--- config.mk ---
export PLATFORM = sky130hd
export DESIGN_NAME = cpuclk_seq
export DESIGN_NICKNAME = d
export VERILOG_FILES = /design/src/rtl/clkseq_pkg.sv /design/src/rtl/clkseq_ratetab.sv /design/src/rtl/clkseq_safediv.sv /design/src/rtl/cpuclk_seq.sv
export SDC_FILE = /design/constraint.sdc
export NUM_CORES = 1
export LEC_CHECK = 0
export BUFFER_PORTS_ARGS = -buffer_cell sky130_fd_sc_hd__buf_2
export CAP_MARGIN = 10
export CORE_MARGIN = 2
export CORE_UTILIZATION = 40
export CTS_CLUSTER_SIZE = 24
export DETAILED_ROUTE_END_ITERATION = 8
export GPL_TIMING_DRIVEN = 0
export HOLD_SLACK_MARGIN = 0.1
export PLACE_DENSITY = 0.66
export SYNTH_ARGS = -nofsm -noshare
export SYNTH_HDL_FRONTEND = slang
export SYNTH_SLANG_ARGS = --single-unit
--- constraint.sdc ---
create_clock -name clk -period 10 [get_ports clk]
set_clock_uncertainty 0.15 [all_clocks]
set_input_delay 2 -clock clk [delete_from_list [all_inputs] [get_ports clk]]
set_output_delay 2 -clock clk [all_outputs]
set_load 0.03 [all_outputs]
--- src/rtl/clkseq_pkg.sv ---
package clkseq_pkg;

    typedef enum logic [3:0] {
        S_IDLE, S_SEARCH, S_RD_SRC, S_RD_DIV1, S_RD_DIV0, S_WR_SAFE,
        S_SET_MUX, S_POLL, S_WR_DIV0, S_WR_DIV1, S_FIN
    } seq_state_e;

    typedef enum logic [1:0] { PK_CORE, PK_MUX, PK_D0, PK_D1 } poll_kind_e;

    typedef struct packed {
        logic [31:0] khz;
        logic [31:0] div0;
        logic [31:0] div1;
    } rate_row_t;

    localparam int          TAB_N      = 5;
    localparam int          MUXSEL_BIT = 16;
    localparam int          MUXST_LSB  = 16;
    localparam int          HPMSRC_BIT = 20;
    localparam int          CORE_W     = 3;
    localparam logic [31:0] KEEP_MASK  = 32'h0000_0077;
    localparam logic [2:0]  MUX_MAIN   = 3'd1;
    localparam logic [2:0]  MUX_ALT    = 3'd2;

    function automatic rate_row_t tab_row(input logic [31:0] i);
        rate_row_t r;
        case (i)
            32'd0:   r = '{khz: 32'd1_200_000, div0: 32'h0001_2340, div1: 32'h0000_0163};
            32'd1:   r = '{khz: 32'd1_000_000, div0: 32'h0001_2230, div1: 32'h0000_0152};
            32'd2:   r = '{khz: 32'd800_000,   div0: 32'h0001_1120, div1: 32'h0000_0141};
            32'd3:   r = '{khz: 32'd400_000,   div0: 32'h0000_1010, div1: 32'h0000_0130};
            default: r = '{khz: 32'd0,         div0: 32'h0,          div1: 32'h0};
        endcase
        return r;
    endfunction

endpackage

--- src/rtl/clkseq_ratetab.sv ---
module clkseq_ratetab
    import clkseq_pkg::*;
#(
    parameter int IW = 3
)(
    input  logic [IW-1:0] idx,
    output rate_row_t     row
);
    always_comb row = tab_row(32'(idx));
endmodule

--- src/rtl/clkseq_safediv.sv ---
module clkseq_safediv #(
    parameter int RW     = 32,
    parameter int MAXDIV = 8,
    parameter int DVW    = $clog2(MAXDIV)
)(
    input  logic [RW-1:0]  old_rate,
    input  logic [RW-1:0]  new_rate,
    input  logic [RW-1:0]  alt_rate,
    output logic           need,
    output logic [DVW-1:0] safe,
    output logic           over
);
    localparam int PW = RW + DVW + 1;

    logic [RW-1:0]     floor_rate;
    logic [MAXDIV-1:0] fits;

    assign floor_rate = (old_rate < new_rate) ? old_rate : new_rate;
    assign need       = (alt_rate > old_rate) || (old_rate > new_rate);

    // fits[k]: dividing the alternate source by k+1 keeps it at or below the floor rate
    for (genvar k = 0; k < MAXDIV; k++) begin : g_fit
        assign fits[k] = (PW'(floor_rate) * PW'(k + 1)) >= PW'(alt_rate);
    end

    always_comb begin
        safe = DVW'(MAXDIV - 1);
        over = 1'b1;
        for (int k = MAXDIV - 1; k >= 0; k--) begin
            if (fits[k]) begin
                safe = DVW'(k);
                over = 1'b0;
            end
        end
    end
endmodule

--- src/rtl/cpuclk_seq.sv ---
module cpuclk_seq
    import clkseq_pkg::*;
#(
    parameter int             AW       = 8,
    parameter int             DW       = 32,
    parameter int             RW       = 32,
    parameter int             MAXDIV   = 8,
    parameter int             TMO_CYC  = 2_000_000,
    parameter logic [AW-1:0]  A_SRC    = 8'h00,
    parameter logic [AW-1:0]  A_MUXST  = 8'h04,
    parameter logic [AW-1:0]  A_DIV0   = 8'h10,
    parameter logic [AW-1:0]  A_DIV1   = 8'h14,
    parameter logic [AW-1:0]  A_DIV0ST = 8'h18,
    parameter logic [AW-1:0]  A_DIV1ST = 8'h1C
)(
    input  logic          clk,
    input  logic          rst_n,
    input  logic          evt_valid,
    input  logic          evt_is_post,
    input  logic [RW-1:0] rate_old,
    input  logic [RW-1:0] rate_new,
    input  logic [RW-1:0] rate_alt,
    input  logic [DW-1:0] bus_rdata,
    output logic          busy,
    output logic          done,
    output logic          err_norate,
    output logic          err_timeout,
    output logic          warn_divsat,
    output logic [AW-1:0] bus_addr,
    output logic [DW-1:0] bus_wdata,
    output logic          bus_we,
    output logic          bus_re
);
    localparam int            IW       = $clog2(TAB_N);
    localparam int            DVW      = $clog2(MAXDIV);
    localparam int            TCW      = $clog2(TMO_CYC + 1);
    localparam int            PW       = RW + 10;
    localparam logic [DW-1:0] SEL_MASK = DW'(1) << MUXSEL_BIT;

    seq_state_e     st, nxt, ret_q;
    poll_kind_e     psel;
    logic [TCW-1:0] cnt;
    logic [IW-1:0]  idx;
    logic [RW-1:0]  old_q, new_q, alt_q;
    logic           post_q, hpm_q;
    logic [DW-1:0]  src_q, d0_q, d1_q, td0_q, td1_q;
    logic           err_q, tmo_q, warn_q;

    rate_row_t      row;
    logic           hit, last, settled;
    logic           need;
    logic [DVW-1:0] safe;
    logic           over;

    clkseq_ratetab #(.IW(IW)) u_tab (.idx(idx), .row(row));

    clkseq_safediv #(.RW(RW), .MAXDIV(MAXDIV)) u_safe (
        .old_rate(old_q), .new_rate(new_q), .alt_rate(alt_q),
        .need(need), .safe(safe), .over(over)
    );

    assign hit  = (PW'(row.khz) * PW'(1000)) == PW'(new_q);
    assign last = (idx == IW'(TAB_N - 1));

    always_comb begin
        case (psel)
            PK_CORE: settled = (bus_rdata[CORE_W-1:0] == '0);
            PK_MUX:  settled = (bus_rdata[MUXST_LSB +: 3] == (post_q ? MUX_MAIN : MUX_ALT));
            default: settled = (bus_rdata == '0);
        endcase
    end

    // next-state logic
    always_comb begin
        nxt = st;
        unique case (st)
            S_IDLE:    if (evt_valid) nxt = evt_is_post ? S_RD_SRC : S_SEARCH;
            S_SEARCH:  if (row.khz == '0)  nxt = S_FIN;
                       else if (hit)       nxt = S_RD_SRC;
                       else if (last)      nxt = S_FIN;
            S_RD_SRC:  if (post_q)                     nxt = S_SET_MUX;
                       else if (bus_rdata[HPMSRC_BIT]) nxt = S_RD_DIV1;
                       else if (need)                  nxt = S_RD_DIV0;
                       else                            nxt = S_SET_MUX;
            S_RD_DIV1: nxt = need ? S_RD_DIV0 : S_SET_MUX;
            S_RD_DIV0: nxt = S_WR_SAFE;
            S_WR_SAFE, S_SET_MUX, S_WR_DIV0, S_WR_DIV1: nxt = S_POLL;
            S_POLL:    if (settled || cnt == TCW'(TMO_CYC - 1)) nxt = ret_q;
            S_FIN:     nxt = S_IDLE;
            default:   nxt = S_IDLE;
        endcase
    end

    // state register and captured data
    always_ff @(posedge clk or negedge rst_n) begin
        if (!rst_n) begin
            st <= S_IDLE;   ret_q <= S_IDLE;  psel <= PK_CORE;
            cnt <= '0;      idx <= '0;
            old_q <= '0;    new_q <= '0;      alt_q <= '0;
            post_q <= 1'b0; hpm_q <= 1'b0;
            src_q <= '0;    d0_q <= '0;       d1_q <= '0;
            td0_q <= '0;    td1_q <= '0;
            err_q <= 1'b0;  tmo_q <= 1'b0;    warn_q <= 1'b0;
        end else begin
            st <= nxt;
            case (st)
                S_IDLE: if (evt_valid) begin
                    old_q  <= rate_old;  new_q <= rate_new;  alt_q <= rate_alt;
                    post_q <= evt_is_post;
                    idx    <= '0;        hpm_q <= 1'b0;
                    err_q  <= 1'b0;      tmo_q <= 1'b0;      warn_q <= 1'b0;
                end
                S_SEARCH: begin
                    if (row.khz == '0)  err_q <= 1'b1;
                    else if (hit) begin
                        td0_q <= row.div0;
                        td1_q <= row.div1;
                    end
                    else if (last)      err_q <= 1'b1;
                    else                idx <= idx + 1'b1;
                end
                S_RD_SRC: begin
                    src_q <= bus_rdata;
                    hpm_q <= !post_q && bus_rdata[HPMSRC_BIT];
                end
                S_RD_DIV1: d1_q <= bus_rdata;
                S_RD_DIV0: d0_q <= bus_rdata;
                S_WR_SAFE: begin
                    psel  <= PK_CORE;
                    ret_q <= post_q ? S_FIN : S_SET_MUX;
                    cnt   <= '0;
                    if (!post_q) warn_q <= over;
                end
                S_SET_MUX: begin
                    psel  <= PK_MUX;
                    ret_q <= post_q ? S_RD_DIV0 : S_WR_DIV0;
                    cnt   <= '0;
                end
                S_WR_DIV0: begin psel <= PK_D0; ret_q <= S_WR_DIV1; cnt <= '0; end
                S_WR_DIV1: begin psel <= PK_D1; ret_q <= S_FIN;     cnt <= '0; end
                S_POLL: if (!settled) begin
                    if (cnt == TCW'(TMO_CYC - 1)) tmo_q <= 1'b1;
                    else                          cnt   <= cnt + 1'b1;
                end
                default: ;
            endcase
        end
    end

    // outputs
    always_comb begin
        busy      = (st != S_IDLE);
        done      = (st == S_FIN);
        bus_addr  = '0;
        bus_wdata = '0;
        bus_we    = 1'b0;
        bus_re    = 1'b0;
        unique case (st)
            S_RD_SRC:  begin bus_re = 1'b1; bus_addr = A_SRC;  end
            S_RD_DIV1: begin bus_re = 1'b1; bus_addr = A_DIV1; end
            S_RD_DIV0: begin bus_re = 1'b1; bus_addr = A_DIV0; end
            S_WR_SAFE: begin
                bus_we    = 1'b1;
                bus_addr  = A_DIV0;
                bus_wdata = {d0_q[DW-1:CORE_W], post_q ? CORE_W'(0) : CORE_W'(safe)};
            end
            S_SET_MUX: begin
                bus_we    = 1'b1;
                bus_addr  = A_SRC;
                bus_wdata = post_q ? (src_q & ~SEL_MASK) : (src_q | SEL_MASK);
            end
            S_POLL: begin
                bus_re = 1'b1;
                case (psel)
                    PK_CORE: bus_addr = A_DIV0ST;
                    PK_MUX:  bus_addr = A_MUXST;
                    PK_D0:   bus_addr = A_DIV0ST;
                    default: bus_addr = A_DIV1ST;
                endcase
            end
            S_WR_DIV0: begin
                bus_we    = 1'b1;
                bus_addr  = A_DIV0;
                bus_wdata = td0_q | (need ? DW'(safe) : '0);
            end
            S_WR_DIV1: begin
                bus_we    = 1'b1;
                bus_addr  = A_DIV1;
                bus_wdata = hpm_q ? (d1_q & KEEP_MASK) : td1_q;
            end
            default: ;
        endcase
    end

    assign err_norate  = err_q;
    assign err_timeout = tmo_q;
    assign warn_divsat = warn_q;

    // assertions
    p_busy_hold_r9: assert property (@(posedge clk) disable iff (!rst_n)
        (busy && !done) |=> busy)
        else $error("busy dropped before done");

    p_done_idle_r10: assert property (@(posedge clk) disable iff (!rst_n)
        done |=> (!busy && !done))
        else $error("done not followed by idle");

    p_norate_quiet_r1: assert property (@(posedge clk) disable iff (!rst_n)
        err_norate |-> (!bus_we && !bus_re))
        else $error("bus access after rate miss");

    p_rw_excl_r11: assert property (@(posedge clk) disable iff (!rst_n)
        !(bus_we && bus_re))
        else $error("read and write in one cycle");

    p_div1_after_poll_r5: assert property (@(posedge clk) disable iff (!rst_n)
        (bus_we && bus_addr == A_DIV1) |-> ($past(st) == S_POLL))
        else $error("divider-1 write without a preceding wait");

endmodule

==> run_results.csv, run 1 <==
group,metric,value,unit
critical_path,crit_path_end_kind,"primary output",
finish,area.sequential,5276,µm²
yosys,synth.avg_cell_area,9.214,µm²
cts,cts_hold_repair.buffers,0,
sta,tightest_slew,1.242,ns
yosys,synth_top_cells_by_area,"sky130_fd_sc_hd__ha_1 (25%), sky130_fd_sc_hd__dfrtp_1 (21%), sky130_fd_sc_hd__mux2_2 (7.4%)",
finish,mostFrequentLayoutCell,"sky130_fd_sc_hd__ha_1",
placed_design,buffer_ports.inserted,173,
yosys,synth_top_area_share,24.92,%
route,antenna_violating_nets_post_route,0,
floorplan,fp.dieArea,64530,µm²
finish,syn2layout_area_growth,16.83,%
finish,fillerInstances,5896,
sta,clock.fmax,97.63,MHz
cts,cts_made_buffers,24,
yosys,ys.flop_type,"sky130_fd_sc_hd__dfrtp_1",
sta,hold_viol,0,
floorplan,die_h,254.0,µm
cts,cts.htree.levels,1,
route,wl,71840,µm
placed_design,place.detailed.hpwl,57510,µm
critical_path,crit_path_max_cell_delay,0.56,ns
yosys,yosys.cell_types.count,90,
flow_run,drv_cap,0,
yosys,number_of_enable_flip_flop_cells_after_synthesis,0,
critical_path,timing_worst_setup_path_type,"reg -> out",
route,first_iter_violations,1381,
cts,clk_root_buffer_cell,"sky130_fd_sc_hd__clkbuf_16",
placed_design,detailed_place.area,26980,µm²
finish,num-nets-final,3703,
sta,grt_setup_unrepaired,"true",
worst_hold_path,hp-class,"reg -> reg",
global_routing,antenna_found_initial,4,
route,route.vias.total,21490,
critical_path,worst_ep_required_time,7.85,ns
yosys,synthesis.instances,2714,
cts,clk_transition_reported_paths,0.06,ns
critical_path,path_max_fanout,10,
floorplan,design.core.area,61710,µm²
sta,post-route-period-util,102.4,%
critical_path,timing.critical_path.mode_cell,"sky130_fd_sc_hd__nand3_1",
placed_design,gp_congestion,0.9093,
route,drc_errors,0,
sta,worst_slew_margin_rel,16.56,%
route,route.detailed.vias_per_inst,5.568,
finish,share_of_post_route_cells_with_drive_strength_above_1,21.68,%
yosys,mappedNetlistArea,25010,µm²
yosys,post_synth_arst_share,100.0,%
cts,clock-sinks,210,
global_routing,global_route.overflow_total,0,
critical_path,setup.reg_to_reg.worst_slack,2.47,ns
sta,final_critical_path_setup_slack,-0.2429,ns
route,drtPass1Iterations,5,
global_routing,via_count_of_the_first_global_routing_pass,21090,
finish,multiInputGateArea,19190,µm²
cts,cts_buffer_depth,3,
floorplan,number_of_placed_i_o_pins,179,
yosys,yosysTopAreaCell,"sky130_fd_sc_hd__ha_1",
sta,number_of_endpoints_failing_setup_at_the_final_stage,3,
sta,finalCriticalPeriod,10.24,ns
global_routing,track_usage,22.16,%
finish,most-common-layout-cells,"sky130_fd_sc_hd__ha_1 (484), sky130_fd_sc_hd__inv_1 (247), sky130_fd_sc_hd__dfrtp_1 (193), sky130_fd_sc_hd__nor2_1 (172), sky130_fd_sc_hd__a21oi_1 (172)",
critical_path,critical-path-slowest-cell,"sky130_fd_sc_hd__fa_1",
global_routing,grt_pass1_wl,113900,µm
global_routing,largest_net_degree_at_the_start_of_global_routing,110,
yosys,synth.yosys.warnings,0,
floorplan,initial_utilization,40.52,%
route,wire_length_per_cell_after_detailed_routing,18.62,µm
yosys,seq_area_frac_synth,21.01,%
outcome,violations,"setup timing",
critical_path,arrival_time_of_data_at_the_critical_path_endpoint,8.09,ns
sta,finalMaxSlewViolations,0,
cts,clock_insertion_delay_worst_skew,0.56,ns
floorplan,std_cell_rows,91,
sta,setup_tns,-0.3319,ns
outcome,outcome,"finished, violations left",
yosys,count_of_state_elements_after_synthesis,210,
finish,layout.core_utilization,47.34,%
placed_design,dp_slack,-1.716,ns
cts,tritoncts,"done",
finish,finalInstanceArea,29210,µm²
critical_path,cp-start-kind,"register",
floorplan,die_w,254.0,µm
metrics by stage:
step                      std cells  hold slack [ns]
after global placement         3728           0.3145
after floorplan                2718           0.3001
final                          3859           0.3338
after CTS                      3831           0.3338
after global routing           3854           0.3675
after detailed placement       3730           0.3199
final timing paths:
check | startpoint | endpoint | cells past startpoint
setup / recovery | old_q[12] | bus_wdata[0] | 35
min in group asynchronous | rst_n | cnt[17] | 1
setup reg to reg | old_q[12] | warn_divsat | 34
max in group asynchronous | rst_n | new_q[5] | 2
hold / removal | ret_q[0] | ret_q[0] | 1
hold reg to reg | ret_q[0] | ret_q[0] | 1
Yosys cell counts (24+ instances only):
| cell type | number |
|---|---|
| sky130_fd_sc_hd__ha_1 | 498 |
| sky130_fd_sc_hd__dfrtp_1 | 210 |
| sky130_fd_sc_hd__inv_1 | 259 |
| sky130_fd_sc_hd__a21o_1 | 119 |
| sky130_fd_sc_hd__a21oi_1 | 190 |
| sky130_fd_sc_hd__nor2b_1 | 32 |
| sky130_fd_sc_hd__nand3_1 | 58 |
| sky130_fd_sc_hd__xnor2_1 | 86 |
| sky130_fd_sc_hd__o21bai_1 | 24 |
| sky130_fd_sc_hd__a211oi_1 | 33 |
| sky130_fd_sc_hd__nand2_1 | 117 |
| sky130_fd_sc_hd__o21a_1 | 34 |
| sky130_fd_sc_hd__nor3_1 | 37 |
| sky130_fd_sc_hd__nor2_1 | 179 |
| sky130_fd_sc_hd__o21ai_0 | 127 |
| sky130_fd_sc_hd__clkbuf_1 | 38 |
| sky130_fd_sc_hd__mux2_2 | 164 |
| sky130_fd_sc_hd__fa_1 | 71 |
| sky130_fd_sc_hd__xor2_1 | 35 |
| sky130_fd_sc_hd__nand4_1 | 62 |
repair_timing:
item	in CTS	in global routing
endpoints found under the hold margin	0	0
pin swaps	60	25
gates resized for setup	176	30
gates cloned	1	0
endpoints found under the setup margin	3	3
buffers inserted	61	23
flip-flops by register name, summed over array words and instances, names as in the netlist:
signal and count:
alt_q 32, cnt 21, d0_q 29, d1_q 6, err_norate 1, err_timeout 1, hpm_q 1, idx 3
new_q 32, old_q 32, post_q 1, psel 2, ret_q 4, src_q 31, st 4, td0_q 6
td1_q 3, warn_divsat 1
per-layer routing:
metal	global-route usage (%)	share of wire (%)
met3	3.544	6.5
met5	0	0.032
met2	37.12	46
met1	29.66	45
met4	5.647	2.7
worst max-delay path, delay by kind of cell (launching register included):
family | cells | cell delay (ns)
AOI/OAI and AO/OA | 12 | 2.49
xor gates and xnor gates | 1 | 0.16
adders and majority gates | 4 | 1.47
buffers and inverters | 5 | 0.78
DFF | 1 | 0.44
and+or+nand+nor | 13 | 2.22
cell families after synthesis:
family / count (synthesis) / synth area share, %
AND/OR/NAND/NOR: 617 / 12.46
XOR/XNOR: 121 / 4.238
buffers and inverters: 315 / 4.974
other: 1 / 0.01500
AO/OA/AOI/OAI: 699 / 18.38
adder cells (fa/ha/maj): 569 / 30.60
flip-flops: 210 / 21.01
multiplexers: 182 / 8.316
final cells by class:
type / instances / area share, %
diodes: 5 / 0.04283
flip-flops and latches: 210 / 18.06
inverters: 262 / 3.452
clock inverters: 10 / 0.3512
clock buffers: 31 / 2.214
plain buffers: 51 / 1.148
well taps: 837 / 3.585
multi-input cells: 2193 / 65.70
repair buffers: 260 / 5.448
Power of run 1 is left out: the tool's default activity adds up to more than one toggle a clock period on the data nets, which glitch-free logic cannot reach.
==> inputs of run 2 (changes only) <==
SETUP_SLACK_MARGIN = 0.2   (was default)
==> run 2 against run 1 <==
  * The flow still finishes with violations (setup timing)
  * Global-route usage up 0.28 points
  * Flip-flop and latch count unchanged
  * Maximum frequency down 2.3%
  * Worst setup slack worse by 0.24 ns
  * Final cell count up 0.49%
  * Cell area up 2.5%
  * Critical path type unchanged
  * Highest routed layer unchanged
==> run_results.csv, run 2 (synthesized netlist as in run 1, its figures left out) <==
group,metric,value,unit
critical_path,timing.critical_path.mode_cell,"sky130_fd_sc_hd__ha_1",
sta,finalCriticalPeriod,10.48,ns
flow_run,drv_cap,0,
sta,final_critical_path_setup_slack,-0.4830,ns
critical_path,worst_ep_required_time,7.85,ns
sta,post-route-period-util,104.8,%
route,drtPass1Iterations,6,
cts,clk_transition_reported_paths,0.06,ns
global_routing,global_route.overflow_total,0,
cts,tritoncts,"done",
global_routing,track_usage,22.44,%
floorplan,std_cell_rows,91,
sta,number_of_endpoints_failing_setup_at_the_final_stage,3,
placed_design,buffer_ports.inserted,173,
finish,multiInputGateArea,19590,µm²
finish,share_of_post_route_cells_with_drive_strength_above_1,23.66,%
route,drc_errors,0,
critical_path,arrival_time_of_data_at_the_critical_path_endpoint,8.33,ns
critical_path,cp-start-kind,"register",
cts,cts_hold_repair.buffers,0,
global_routing,via_count_of_the_first_global_routing_pass,21070,
cts,clk_root_buffer_cell,"sky130_fd_sc_hd__clkbuf_16",
sta,hold_viol,0,
outcome,violations,"setup timing",
global_routing,antenna_found_initial,8,
sta,finalMaxSlewViolations,0,
finish,mostFrequentLayoutCell,"sky130_fd_sc_hd__ha_1",
finish,num-nets-final,3719,
cts,cts_made_buffers,23,
finish,syn2layout_area_growth,19.73,%
finish,fillerInstances,5809,
sta,tightest_slew,0.9924,ns
finish,most-common-layout-cells,"sky130_fd_sc_hd__ha_1 (469), sky130_fd_sc_hd__inv_1 (236), sky130_fd_sc_hd__dfrtp_1 (191), sky130_fd_sc_hd__a21oi_1 (171), sky130_fd_sc_hd__buf_2 (170)",
floorplan,initial_utilization,40.52,%
placed_design,gp_congestion,0.9639,
critical_path,crit_path_max_cell_delay,0.48,ns
critical_path,timing_worst_setup_path_type,"reg -> out",
finish,top_regs,"alt_q (32), new_q (32), old_q (32)",
outcome,outcome,"finished, violations left",
cts,clock-sinks,210,
floorplan,die_w,254.0,µm
sta,clock.fmax,95.39,MHz
route,first_iter_violations,1629,
placed_design,placedCellCount,3729,
worst_hold_path,hp-class,"reg -> reg",
route,wire_length_per_cell_after_detailed_routing,19.09,µm
critical_path,crit_path_end_kind,"primary output",
global_routing,grt_pass1_wl,114800,µm
critical_path,path_max_fanout,7,
sta,grt_setup_unrepaired,"true",
route,route.vias.total,21740,
floorplan,fp.dieArea,64530,µm²
finish,area.sequential,5279,µm²
cts,cts_buffer_depth,3,
route,route.detailed.vias_per_inst,5.606,
global_routing,largest_net_degree_at_the_start_of_global_routing,116,
placed_design,place.detailed.hpwl,57450,µm
floorplan,die_h,254.0,µm
cts,cts.htree.levels,1,
floorplan,design.core.area,61710,µm²
route,antenna_violating_nets_post_route,0,
cts,clock_insertion_delay_worst_skew,0.56,ns
route,wl,74050,µm
floorplan,number_of_placed_i_o_pins,179,
finish,instances_no_fill,3878,
critical_path,critical-path-slowest-cell,"sky130_fd_sc_hd__fa_1",
sta,worst_slew_margin_rel,33.84,%
## run 2: per-stage QoR
stage	setup WS, ns	utilization (%)	hold slack, ns	instance area (µm²)	TNS [ns]
after floorplan	0.2576	-	0.3001	25040	0
after global placement	-1.665	43.67	0.3108	26950	-3.742
after detailed placement	-1.650	43.73	0.3247	26990	-3.795
after CTS	-0.3359	47.24	0.3387	29150	-0.6956
after global routing	-0.7460	48.49	0.3561	29930	-1.671
final	-0.4830	48.52	0.3387	29940	-0.8006
## run 2: worst max-delay path: cells and delay by family (launching register included)
family	cells	cell delay [ns]
fa+ha+maj	4	1.37
xor+xnor	1	0.13
simple gates	10	2.03
compound gates	14	2.89
flops	1	0.41
buf+inv	6	0.89
## run 2: layout make-up
type | count | share of cell area [%]
Timing Repair Buffer | 275 | 5.867
Antenna cell | 6 | 0.05015
Tap cell | 837 | 3.498
Sequential cell | 210 | 17.63
Clock buffer | 31 | 2.190
Clock inverter | 11 | 0.6853
Inverter | 262 | 3.393
Multi-Input combinational cell | 2193 | 65.43
Buffer | 53 | 1.258
## run 2: per-layer routing
layer | vias up | share of wire, % | track usage, %
li1 | 10570 | - | -
met1 | 10340 | 44 | 29.59
met2 | 675 | 45 | 37.00
met3 | 156 | 7.8 | 4.609
met4 | 6 | 3.0 | 6.454
met5 | - | 0.058 | 0
## run 2: worst paths after layout
kind / slack (ns) / start / cells past startpoint / endpoint
max: -0.48 / old_q[11] / 35 / bus_wdata[0]
min: 0.34 / err_norate / 1 / err_norate
max reg2reg: 2.19 / old_q[11] / 34 / warn_divsat
min reg2reg: 0.34 / err_norate / 1 / err_norate
max in group asynchronous: 7.41 / rst_n / 2 / src_q[28]
min in group asynchronous: 1.24 / rst_n / 1 / cnt[12]
## run 2: timing repair
item,4_1_cts,5_1_grt
buffers inserted,55,42
cloned,2,0
resized for setup,188,101
endpoints found under the setup margin,3,3
pin swaps,61,67
Power of run 2 is left out for the same reason.
